File: src/rtl/mq_irq_pkg.sv
package mq_irq_pkg;
  localparam int unsigned NUM_Q   = 4;
  localparam int unsigned IDX_W   = 3;
  localparam int unsigned Q_W     = 2;
  localparam int unsigned NUM_IRQ = 3;
  typedef enum logic [Q_W-1:0] {
    Q_CPU  = 2'd0,
    Q_DEV  = 2'd1,
    Q_RERR = 2'd2,
    Q_NERR = 2'd3
  } q_id_e;
endpackage

File: src/rtl/mq_ptr_pair.sv
module mq_ptr_pair #(
  parameter int unsigned PTR_W = 16
) (
  input  logic             clk_i,
  input  logic             rst_ni,
  input  logic             head_we_i,
  input  logic [PTR_W-1:0] head_d_i,
  input  logic             tail_we_i,
  input  logic [PTR_W-1:0] tail_d_i,
  output logic [PTR_W-1:0] head_o,
  output logic [PTR_W-1:0] tail_o
);
  always_ff @(posedge clk_i or negedge rst_ni) begin
    if (!rst_ni) begin
      head_o <= '0;
      tail_o <= '0;
    end else begin
      if (head_we_i) head_o <= head_d_i;
      if (tail_we_i) tail_o <= tail_d_i;
    end
  end

  assert_head_hold_R2: assert property (@(posedge clk_i) disable iff (!rst_ni)
    !head_we_i |=> $stable(head_o));
  assert_tail_hold_R2: assert property (@(posedge clk_i) disable iff (!rst_ni)
    !tail_we_i |=> $stable(tail_o));
endmodule

File: src/rtl/mq_irq_eval.sv
module mq_irq_eval #(
  parameter int unsigned PTR_W = 16,
  parameter bit          EN    = 1'b1
) (
  input  logic             clk_i,
  input  logic             rst_ni,
  input  logic [PTR_W-1:0] head_i,
  input  logic [PTR_W-1:0] tail_i,
  output logic             irq_o
);
  generate
    if (EN) begin : g_live
      logic pend_q;
      always_ff @(posedge clk_i or negedge rst_ni) begin
        if (!rst_ni) pend_q <= 1'b0;
        else         pend_q <= (head_i != tail_i);
      end
      assign irq_o = pend_q;
    end else begin : g_silent
      assign irq_o = 1'b0;
    end
  endgenerate
endmodule

File: src/rtl/mq_irq_top.sv
module mq_irq_top
  import mq_irq_pkg::*;
#(
  parameter int unsigned PTR_W = 16
) (
  input  logic             clk_i,
  input  logic             rst_ni,
  input  logic             wr_en_i,
  input  logic [2:0]       wr_idx_i,
  input  logic [PTR_W-1:0] wr_data_i,
  input  logic [2:0]       rd_idx_i,
  output logic [PTR_W-1:0] rd_data_o,
  input  logic             hw_tail_we_i,
  input  logic [1:0]       hw_tail_q_i,
  input  logic [PTR_W-1:0] hw_tail_i,
  output logic             irq_cpu_o,
  output logic             irq_dev_o,
  output logic             irq_rerr_o
);
  logic [PTR_W-1:0] head_w [NUM_Q];
  logic [PTR_W-1:0] tail_w [NUM_Q];
  logic [NUM_Q-1:0] irq_w;

  for (genvar q = 0; q < NUM_Q; q++) begin : g_q
    logic             sw_head, sw_tail, hw_hit, t_we;
    logic [PTR_W-1:0] t_d;
    assign sw_head = wr_en_i && (wr_idx_i == IDX_W'(2*q));
    assign sw_tail = wr_en_i && (wr_idx_i == IDX_W'(2*q+1));
    assign hw_hit  = hw_tail_we_i && (hw_tail_q_i == Q_W'(q));
    assign t_we    = sw_tail || hw_hit;
    assign t_d     = sw_tail ? wr_data_i : hw_tail_i;  // register port wins

    mq_ptr_pair #(.PTR_W(PTR_W)) i_pair (
      .clk_i, .rst_ni,
      .head_we_i(sw_head), .head_d_i(wr_data_i),
      .tail_we_i(t_we),    .tail_d_i(t_d),
      .head_o(head_w[q]),  .tail_o(tail_w[q])
    );

    mq_irq_eval #(.PTR_W(PTR_W), .EN(q != int'(Q_NERR))) i_eval (
      .clk_i, .rst_ni,
      .head_i(head_w[q]), .tail_i(tail_w[q]),
      .irq_o(irq_w[q])
    );
  end

  always_comb begin
    rd_data_o = rd_idx_i[0] ? tail_w[rd_idx_i[2:1]] : head_w[rd_idx_i[2:1]];
  end

  assign irq_cpu_o  = irq_w[Q_CPU];
  assign irq_dev_o  = irq_w[Q_DEV];
  assign irq_rerr_o = irq_w[Q_RERR];

  assert_cpu_level_R3: assert property (@(posedge clk_i) disable iff (!rst_ni)
    (head_w[0] != tail_w[0]) |=> irq_cpu_o);
  assert_dev_level_R4: assert property (@(posedge clk_i) disable iff (!rst_ni)
    (head_w[1] == tail_w[1]) |=> !irq_dev_o);
  assert_rerr_level_R5: assert property (@(posedge clk_i) disable iff (!rst_ni)
    (head_w[2] != tail_w[2]) |=> irq_rerr_o);
  assert_sw_wins_R7: assert property (@(posedge clk_i) disable iff (!rst_ni)
    (wr_en_i && wr_idx_i[0] && hw_tail_we_i && hw_tail_q_i == wr_idx_i[2:1])
      |=> (tail_w[$past(wr_idx_i[2:1])] == $past(wr_data_i)));
  assert_reset_quiet_R8: assert property (@(posedge clk_i)
    !rst_ni |-> !(irq_cpu_o || irq_dev_o || irq_rerr_o));
endmodule

File: config.mk
export PLATFORM = sky130hd
export DESIGN_NAME = mq_irq_top
export DESIGN_NICKNAME = d
export VERILOG_FILES = /design/src/rtl/mq_irq_pkg.sv /design/src/rtl/mq_ptr_pair.sv /design/src/rtl/mq_irq_eval.sv /design/src/rtl/mq_irq_top.sv
export SDC_FILE = /design/constraint.sdc
export NUM_CORES = 1
export LEC_CHECK = 0
export BUFFER_PORTS_ARGS = -buffer_cell sky130_fd_sc_hd__buf_2
export CAP_MARGIN = 20
export CORE_MARGIN = 2
export CORE_UTILIZATION = 52
export DETAILED_ROUTE_END_ITERATION = 16
export PLACE_DENSITY = 0.77
export SYNTH_ARGS = -nofsm -noshare
export SYNTH_HDL_FRONTEND = slang
export SYNTH_SLANG_ARGS = --single-unit
File: constraint.sdc
create_clock -name clk_i -period 2.85 [get_ports clk_i]
set_input_delay 0.7125 -clock clk_i [delete_from_list [all_inputs] [get_ports clk_i]]
set_output_delay 0.7125 -clock clk_i [all_outputs]
set_load 0.05 [all_outputs]
==> impl_metrics.csv, run 1 <==
group,metric,value,unit
worst_setup_path,cp_cell_sequence,"buf_6 -> clkbuf_16 -> mux4_1 -> mux2_2 -> clkbuf_4",
sta,post-route-period-util,98.5,%
global_route,grt_usage,31.2,%
outcome,status,"completed",
synthesis,yosysTopAreaCell,"dfrtp_1",
layout,syn_to_final_growth,16.9,%
placed_design,placedCellCount,838,
sta,fmax,0.356,GHz
flow_run,cap_viol_max_count,0,
layout,nets,727,
sta,clock_skew,6.42,ps
sta,finalSetupViolations,0,
clock_network,clock_latency,420,ps
worst_setup_path,path_class,"in -> out",
layout,multi_input_area,3530,um^2
synthesis,synth_area_leaders,"dfrtp_1, mux2_2, mux4_1",
placed_design,place.port_buffers,62,
synthesis,syn_nets,669,
synthesis,seq_area_frac_synth,46.4,%
floorplan,rows,42,
route,drt_first_pass_iters,7,
synthesis,syn_area,7060,um^2
global_route,grt_pass1_vias,5984,
floorplan,die_area,14500,um^2
synthesis,avgSynthCellArea,11.3,um^2
clock_network,cts_resized,0,
layout,stdcell_count,873,
floorplan,die_h,121,um
clock_network,root_buffer,"clkbuf_16",
sta,setup-tns-final,0,ps
clock_network,cts_made_buffers,17,
sta,worst_pin_slew,758,ps
sta,hold_viol,0,
worst_setup_path,cp_data_arrival_time,2100,ps
floorplan,io_pins,63,
clock_network,post_cts_buffers,0,
worst_setup_path,slowest_stage,"mux4_1",
clock_network,cts_tree,"built",
route,first_iter_violations,583,
synthesis,synth_top_area_share,46.4,%
sta,rsz0062_at_grt,"no",
worst_setup_path,cp-end-kind,"output pin",
layout,fillers,966,
clock_network,clkTransAtPathRegs,60,ps
clock_network,htree_levels,4,
global_route,grt_max_degree,60,
worst_setup_path,max_stage_delay,550,ps
global_route,grt.overflow.total,0,
floorplan,coreArea,13200,um^2
synthesis,ys_async_sr_fraction,100,%
floorplan,die_w,121,um
sta,fin_crit,2810,ps
layout,drive_gt1_share,29.2,%
worst_setup_path,path_buf_inv,3,
worst_setup_path,cp-start-kind,"input port",
pwr,p_leak,0.00371,uW
route,wl,21900,um
route,post_drt_wl_per_cell,25.1,um
worst_setup_path,worst-r2r-cell-count,3,
clock_network,cts_buffer_depth,2,
route,detail-route-antenna-nets,0,
worst_setup_path,crit_required,2140,ps
synthesis,yosysWarningCount,0,
route,viasPerCell,6.63,
floorplan,start_util,53.3,%
synthesis,synth_edf_count,0,
pwr,powerDensity,788,nW/um^2
global_route,grt_pass1_wl,33300,um
sta,whs,287,ps
synthesis,synth_ff_type,"dfrtp_1",
synthesis,synth.distinct_cells,28,
sta,slew_headroom,49.5,%
clock_network,cts_hold_buf,0,
clock_network,cts.sink_count,131,
layout,ff_latch_area,3280,um^2
placed_design,gp_congestion,0.909,
placed_design,dp_hpwl,13500,um
hold_path,hold_class,"in -> async",
route,drcViolationCount,0,
synthesis,synthCells,625,
worst_setup_path,path_delay_family,"multiplexers",
worst_setup_path,critPathMaxFanout,8,
global_route,antenna_found_initial,2,
route,dr_total_vias,5792,
layout,post-route-util,62.3,%
pwr,irDropWorstVdd,0.474,mV
worst_setup_path,cp.depth,5,
sta,slew_viol_final,0,
synthesis,synth_seq_cells,131,
path summary, 6_finish.rpt:
kind                                                      from                                    to  slack (ps)
setup reg to reg           g_q[1].i_pair.head_o[2]$_DFFE_PN0P_         g_q[1].i_eval.irq_o$_DFF_PN0_        1350
min in group clk_i         g_q[3].i_pair.head_o[5]$_DFFE_PN0P_   g_q[3].i_pair.head_o[5]$_DFFE_PN0P_         510
setup / recovery                                   rd_idx_i[2]                         rd_data_o[11]          40
hold reg to reg            g_q[3].i_pair.head_o[5]$_DFFE_PN0P_   g_q[3].i_pair.head_o[5]$_DFFE_PN0P_         510
hold / removal                                          rst_ni   g_q[2].i_pair.head_o[2]$_DFFE_PN0P_         290
max in group asynchronous                               rst_ni  g_q[2].i_pair.tail_o[10]$_DFFE_PN0P_        1850
registers in the layout, summed over array words and instances (netlist names):
| register | cells |
|---|---|
| g_q.i_eval.irq_o | 3 |
| g_q.i_pair.head_o | 64 |
| g_q.i_pair.tail_o | 64 |
kinds of logic after synthesis:
kind of cell / Yosys count / synth area share (%)
compound gates: 64 / 5.67
xor+xnor: 48 / 5.96
buf+inv: 46 / 3.60
flops: 131 / 46.4
mux: 112 / 24.5
simple gates: 224 / 13.9
metal layers:
| metal | global-route usage, % | part of all wire, % |
|---|---|---|
| met4 | 20.3 | 6.9 |
| met2 | 50.1 | 48 |
| met3 | 7.88 | 10 |
| met1 | 37.3 | 35 |
| met5 | 0 | 0 |
through the flow:
| step | worst slack, ps | power, uW | area, um^2 |
|---|---|---|---|
| 6_report | 41.7 | 6500 | 8250 |
| 4_1_cts | 2.45 | 6440 | 8180 |
| 3_5_place_dp | 5.85 | 4060 | 7550 |
| 2_1_floorplan | 253 | 3560 | 7060 |
| 3_3_place_gp | 15.2 | 3990 | 7550 |
| 5_1_grt | 33.2 | 6700 | 8250 |
placed cells by master, fill, tap and decap left out, types with 2 or more instances in the layout:
cell type / instances
nand3b_1: 2
clkbuf_4: 3
clkbuf_16: 19
nand4b_1: 2
nor2_1: 64
mux2_2: 80
nand2_1: 129
buf_12: 4
buf_2: 55
bufinv_16: 5
dfrtp_1: 131
clkbuf_1: 4
nor4_1: 12
clkinvlp_4: 2
nand4_1: 4
a31oi_1: 64
mux4_2: 4
and3b_1: 2
buf_4: 20
xor2_1: 48
mux4_1: 28
clkinv_2: 3
worst reg2reg max path, stage by stage, from the launching register on:
cell and delay [ps]:
dfrtp_1 410, xor2_1 210, nor4_1 530, nand4_1 200
area by class of cell:
type                    instances  area share [%]
well taps                     176            2.67
diodes                          1          0.0303
repair buffers                 85            7.14
flip-flops and latches        131            39.7
clock inverters                10            2.18
clock buffers                  22            5.50
multi-input cells             448            42.7
synth_stat cells (all sizes together) (3+ instances only):
master / n
a31oi: 64
buf: 25
clkbuf: 21
dfrtp: 131
mux2: 80
mux4: 32
nand2: 129
nand4: 4
nand4b: 3
nor2: 64
nor4: 12
xor2: 48
report_power, final:
part           leakage (uW)  switching, uW  internal (uW)
combinational       0.00185            840            687
clock              0.000304            804           1570
sequential          0.00156            365           2240
No activity file was read; power rests on OpenSTA's default activity.
==> inputs of run 2 (changes only) <==
--- a/config.mk
+++ b/config.mk
@@ -8,9 +8,9 @@
 export BUFFER_PORTS_ARGS = -buffer_cell sky130_fd_sc_hd__buf_2
 export CAP_MARGIN = 20
 export CORE_MARGIN = 2
-export CORE_UTILIZATION = 52
+export CORE_UTILIZATION = 60
 export DETAILED_ROUTE_END_ITERATION = 16
-export PLACE_DENSITY = 0.77
+export PLACE_DENSITY = 0.86
 export SYNTH_ARGS = -nofsm -noshare
 export SYNTH_HDL_FRONTEND = slang
 export SYNTH_SLANG_ARGS = --single-unit
==> impl_metrics.csv, run 2 (synthesis gave the netlist of run 1 again) <==
group,metric,value,unit
floorplan,start_util,61.6,%
sta,clock_skew,7.78,ps
layout,nets,724,
global_route,grt_usage,34.8,%
route,detail-route-antenna-nets,0,
clock_network,clkTransAtPathRegs,50,ps
clock_network,root_buffer,"clkbuf_16",
route,post_drt_wl_per_cell,25.0,um
floorplan,rows,39,
sta,worst_pin_slew,858,ps
global_route,grt_pass1_wl,33000,um
sta,whs,288,ps
layout,drive_gt1_share,28.8,%
route,viasPerCell,6.92,
global_route,grt_max_degree,48,
route,drcViolationCount,0,
clock_network,clock_latency,430,ps
worst_setup_path,path_class,"in -> out",
pwr,p_leak,0.00367,uW
sta,slew_viol_final,0,
floorplan,die_area,12600,um^2
floorplan,io_pins,63,
clock_network,post_cts_buffers,0,
placed_design,placedCellCount,803,
route,wl,20900,um
clock_network,cts_buffer_depth,2,
sta,rsz0062_at_grt,"yes",
worst_setup_path,cp-start-kind,"input port",
route,drt_first_pass_iters,6,
clock_network,cts_tree,"built",
layout,mostFrequentLayoutCells,"dfrtp_1, nand2_1, mux2_2",
sta,fmax,0.351,GHz
pwr,irDropWorstVdd,0.959,mV
sta,setup-tns-final,0,ps
worst_setup_path,slowest_stage,"mux4_1",
clock_network,cts_made_buffers,17,
global_route,grt_pass1_vias,5922,
worst_setup_path,critPathMaxFanout,11,
placed_design,gp_congestion,0.922,
outcome,status,"completed",
floorplan,die_h,112,um
worst_setup_path,cp-end-kind,"output pin",
pwr,powerDensity,765,nW/um^2
sta,fin_crit,2850,ps
hold_path,hold_class,"in -> async",
worst_setup_path,cp_data_arrival_time,2140,ps
global_route,grt.overflow.total,0,
layout,final_common_cell,"dfrtp_1",
placed_design,dp_hpwl,12800,um
floorplan,coreArea,11500,um^2
flow_run,cap_viol_max_count,0,
clock_network,htree_levels,4,
floorplan,die_w,112,um
sta,hold_viol,0,
layout,stdcell_count,837,
sta,post-route-period-util,99.9,%
worst_setup_path,cpMostUsedCell,"buf_4",
route,dr_total_vias,5788,
route,first_iter_violations,710,
layout,final_area,8110,um^2
worst_setup_path,cp_cell_sequence,"buf_4 -> buf_12 -> mux4_1 -> mux2_2 -> buf_4",
placed_design,place.port_buffers,62,
placed_design,place_area,7490,um^2
pwr,power,6200,uW
sta,slew_headroom,42.8,%
global_route,antenna_found_initial,2,
clock_network,cts.sink_count,131,
worst_setup_path,crit_required,2140,ps
worst_setup_path,max_stage_delay,560,ps
clock_network,cts_hold_buf,0,
layout,syn_to_final_growth,14.9,%
sta,finalSetupViolations,0,
-- run 2: changes by cell type in the layout (fill, tap and decap cells not counted), moves of 2 or more --
cell and delta:
clkbuf_8 +5, bufinv_16 -4, clkbuf_4 -3, clkbuf_16 -2, clkinvlp_4 -2
-- run 2: worst paths after layout --
kind / cells after the start / endpoint / slack (ps) / from
setup reg to reg: 3 / g_q[0].i_eval.irq_o$_DFF_PN0_ / 1230 / g_q[0].i_pair.tail_o[2]$_DFFE_PN0P_
max in group asynchronous: 2 / g_q[3].i_pair.tail_o[8]$_DFFE_PN0P_ / 1870 / rst_ni
min in group clk_i: 1 / g_q[3].i_pair.head_o[7]$_DFFE_PN0P_ / 510 / g_q[3].i_pair.head_o[7]$_DFFE_PN0P_
hold reg to reg: 1 / g_q[3].i_pair.head_o[7]$_DFFE_PN0P_ / 510 / g_q[3].i_pair.head_o[7]$_DFFE_PN0P_
hold / removal: 1 / g_q[3].i_pair.tail_o[1]$_DFFE_PN0P_ / 290 / rst_ni
setup / recovery: 5 / rd_data_o[11] / 2 / rd_idx_i[2]
-- run 2: layer usage --
layer	routed length (um)	track usage, %	part of all wire (%)	vias up
li1	-	-	-	2362
met3	2270	7.61	11	123
met2	9720	53.9	46	453
met5	0	0	0	-
met1	7490	43.2	36	2850
met4	1420	25.6	6.8	0
-- run 2: power by group --
group | switching (uW) | total [uW] | internal (uW) | leakage, uW
sequential | 359 | 2600 | 2240 | 0.00156
clock | 767 | 2090 | 1330 | 0.000283
combinational | 825 | 1510 | 686 | 0.00183
-- run 2: timing repair --
action | CTS | global route
endpoints found under the setup margin | 4 | 8
gates resized for setup | 3 | 10
gates cloned | 1 | 0
-- run 2: worst max-delay path: cells and delay by family --
family	cells	cell delay, ps
multiplexers	2	860
buffers and inverters	3	550
-- run 2: area by class of cell --
type                            count  area [um^2]
Clock inverter                      4         45.0
Antenna cell                        2         5.00
Clock buffer                       27          523
Sequential cell                   131         3280
Multi-Input combinational cell    448         3530
Fill cell                         722         3350
Timing Repair Buffer               82          552
Tap cell                          143          179
-- run 2: through the flow --
step,setup WS (ps),util [%]
3_5_place_dp,-33.8,65.3
6_report,2.43,70.7
5_1_grt,-3.08,70.7
4_1_cts,4.02,70.6
3_3_place_gp,-8.62,65.3
2_1_floorplan,253,-
==> inputs of run 3 (changes only) <==
--- a/config.mk
+++ b/config.mk
@@ -11,6 +11,7 @@
 export CORE_UTILIZATION = 60
 export DETAILED_ROUTE_END_ITERATION = 16
 export PLACE_DENSITY = 0.86
+export SETUP_SLACK_MARGIN = 0.5
 export SYNTH_ARGS = -nofsm -noshare
 export SYNTH_HDL_FRONTEND = slang
 export SYNTH_SLANG_ARGS = --single-unit
==> impl_metrics.csv, run 3 (synthesis gave the netlist of run 1 again) <==
group,metric,value,unit
layout,final_area,8290,um^2
placed_design,dp_hpwl,13500,um
layout,syn_to_final_growth,17.4,%
route,detail-route-antenna-nets,0,
sta,fin_crit,2800,ps
floorplan,die_w,112,um
sta,fmax,0.357,GHz
hold_path,hold_class,"in -> async",
global_route,grt_pass1_vias,6126,
worst_setup_path,crit_required,2140,ps
worst_setup_path,cp_data_arrival_time,2090,ps
floorplan,start_util,61.6,%
worst_setup_path,cp-end-kind,"output pin",
clock_network,cts.sink_count,131,
route,drt_first_pass_iters,6,
layout,final_common_cell,"dfrtp_1",
clock_network,clkTransAtPathRegs,60,ps
sta,slew_viol_final,0,
global_route,grt_usage,39.3,%
floorplan,io_pins,63,
route,dr_wl_met2,10700,um
pwr,irDropWorstVdd,0.571,mV
layout,mostFrequentLayoutCells,"dfrtp_1, nand2_1, mux2_2, nor2_1, a31oi_1",
global_route,grt.overflow.total,0,
route,wl,23600,um
global_route,grt_pass1_wl,36800,um
placed_design,place_area,7560,um^2
clock_network,cts_made_buffers,17,
clock_network,clock_latency,430,ps
clock_network,cts_buffer_depth,2,
route,dr_total_vias,6030,
sta,clock_skew,6.63,ps
clock_network,cts_tree,"built",
sta,post-route-period-util,98.4,%
route,met1_length,8080,um
floorplan,coreArea,11500,um^2
global_route,antenna_found_initial,0,
clock_network,root_buffer,"clkbuf_16",
layout,insertedDiodeCount,0,
placed_design,place.port_buffers,62,
layout,nets,733,
clock_network,cts_hold_buf,0,
worst_setup_path,critPathMaxFanout,8,
floorplan,die_area,12600,um^2
flow_run,cap_viol_max_count,0,
worst_setup_path,timing.rr.start,"g_q[1].i_pair.tail_o[7]$_DFFE_PN0P_",
route,post_drt_wl_per_cell,27.9,um
worst_setup_path,path_class,"in -> out",
placed_design,gp_congestion,0.922,
worst_setup_path,cp-start-kind,"input port",
pwr,power,6490,uW
sta,slew_headroom,10.5,%
pwr,powerDensity,783,nW/um^2
clock_network,htree_levels,4,
global_route,grt_max_degree,57,
sta,worst_pin_slew,1330,ps
route,drcViolationCount,0,
route,routed-wl-met3,3030,um
sta,finalSetupViolations,0,
sta,hold_viol,0,
layout,drive_gt1_share,34.0,%
worst_setup_path,setup.worst_path.start,"rd_idx_i[2]",
outcome,status,"completed",
pwr,p_leak,0.00368,uW
route,routed.top_layer,"met4",
route,first_iter_violations,1033,
floorplan,die_h,112,um
route,viasPerCell,7.14,
floorplan,rows,39,
sta,rsz0062_at_grt,"yes",
==> run 3: changes by cell type in the layout (fill, tap and decap cells not counted), moves of 4 or more <==
cell        delta
clkbuf_8       -6
buf_6         +14
buf_2         -11
buf_12         +5
mux4_1        -28
mux4_2        +28
clkinv_4       +4
mux2_4        +15
clkinvlp_4     +5
mux2_2        -15
==> run 3: final timing paths <==
path	end	cells past startpoint	slack (ps)
min in group clk_i	g_q[3].i_pair.head_o[1]$_DFFE_PN0P_	1	520
max in group asynchronous	g_q[1].i_eval.irq_o$_DFF_PN0_	2	1890
min	g_q[3].i_pair.tail_o[2]$_DFFE_PN0P_	1	220
min reg2reg	g_q[3].i_pair.head_o[1]$_DFFE_PN0P_	1	520
max reg2reg	g_q[1].i_eval.irq_o$_DFF_PN0_	3	500
max	rd_data_o[10]	6	50
==> run 3: final cells by class <==
| type | count | area (um^2) |
|---|---|---|
| Clock buffer | 19 | 433 |
| Clock inverter | 13 | 129 |
| Fill cell | 665 | 3180 |
| Multi-Input combinational cell | 448 | 3480 |
| Sequential cell | 131 | 3280 |
| Tap cell | 143 | 179 |
| Timing Repair Buffer | 91 | 785 |
==> run 3: stage by stage <==
| step | utilization, % | worst slack, ps | hold WS, ps | TNS, ps | std cells |
|---|---|---|---|---|---|
| after floorplan | - | 347 | 417 | 0 | 625 |
| after global placement | 65.9 | 31.0 | 486 | 0 | 811 |
| after detailed placement | 65.9 | -14.8 | 493 | -28.6 | 811 |
| after CTS | 72.3 | 95.0 | 226 | 0 | 845 |
| after global routing | 72.3 | 35.1 | 235 | 0 | 845 |
| final | 72.3 | 46.4 | 215 | 0 | 845 |
==> run 3: report_power, final <==
group	internal [uW]	switching [uW]	leakage, uW
logic	818	950	0.00186
registers	2240	396	0.00156
clock network	1210	879	0.000257
total	4260	2220	0.00368
==> run 3: routing by layer <==
metal  global-route usage, %  vias to the layer above
met1                    49.9                     2945
met2                    58.8                      561
met3                    12.9                      172
met4                    24.1                        0
met5                       0                        -
li1                        -                     2352
==> run 3: what timing repair did <==
item / in CTS / in global routing
setup endpoints to repair: 16 / 16
hold endpoints to repair: 0 / 0
gates cloned: 1 / 0
gates resized for setup: 44 / 0
setup buffers: 1 / 0
==> run 3: worst max-delay path, stage by stage <==
cell and delay, ps:
buf_12 90, buf_12 130, buf_12 140, mux4_2 530
mux2_4 310, buf_6 160
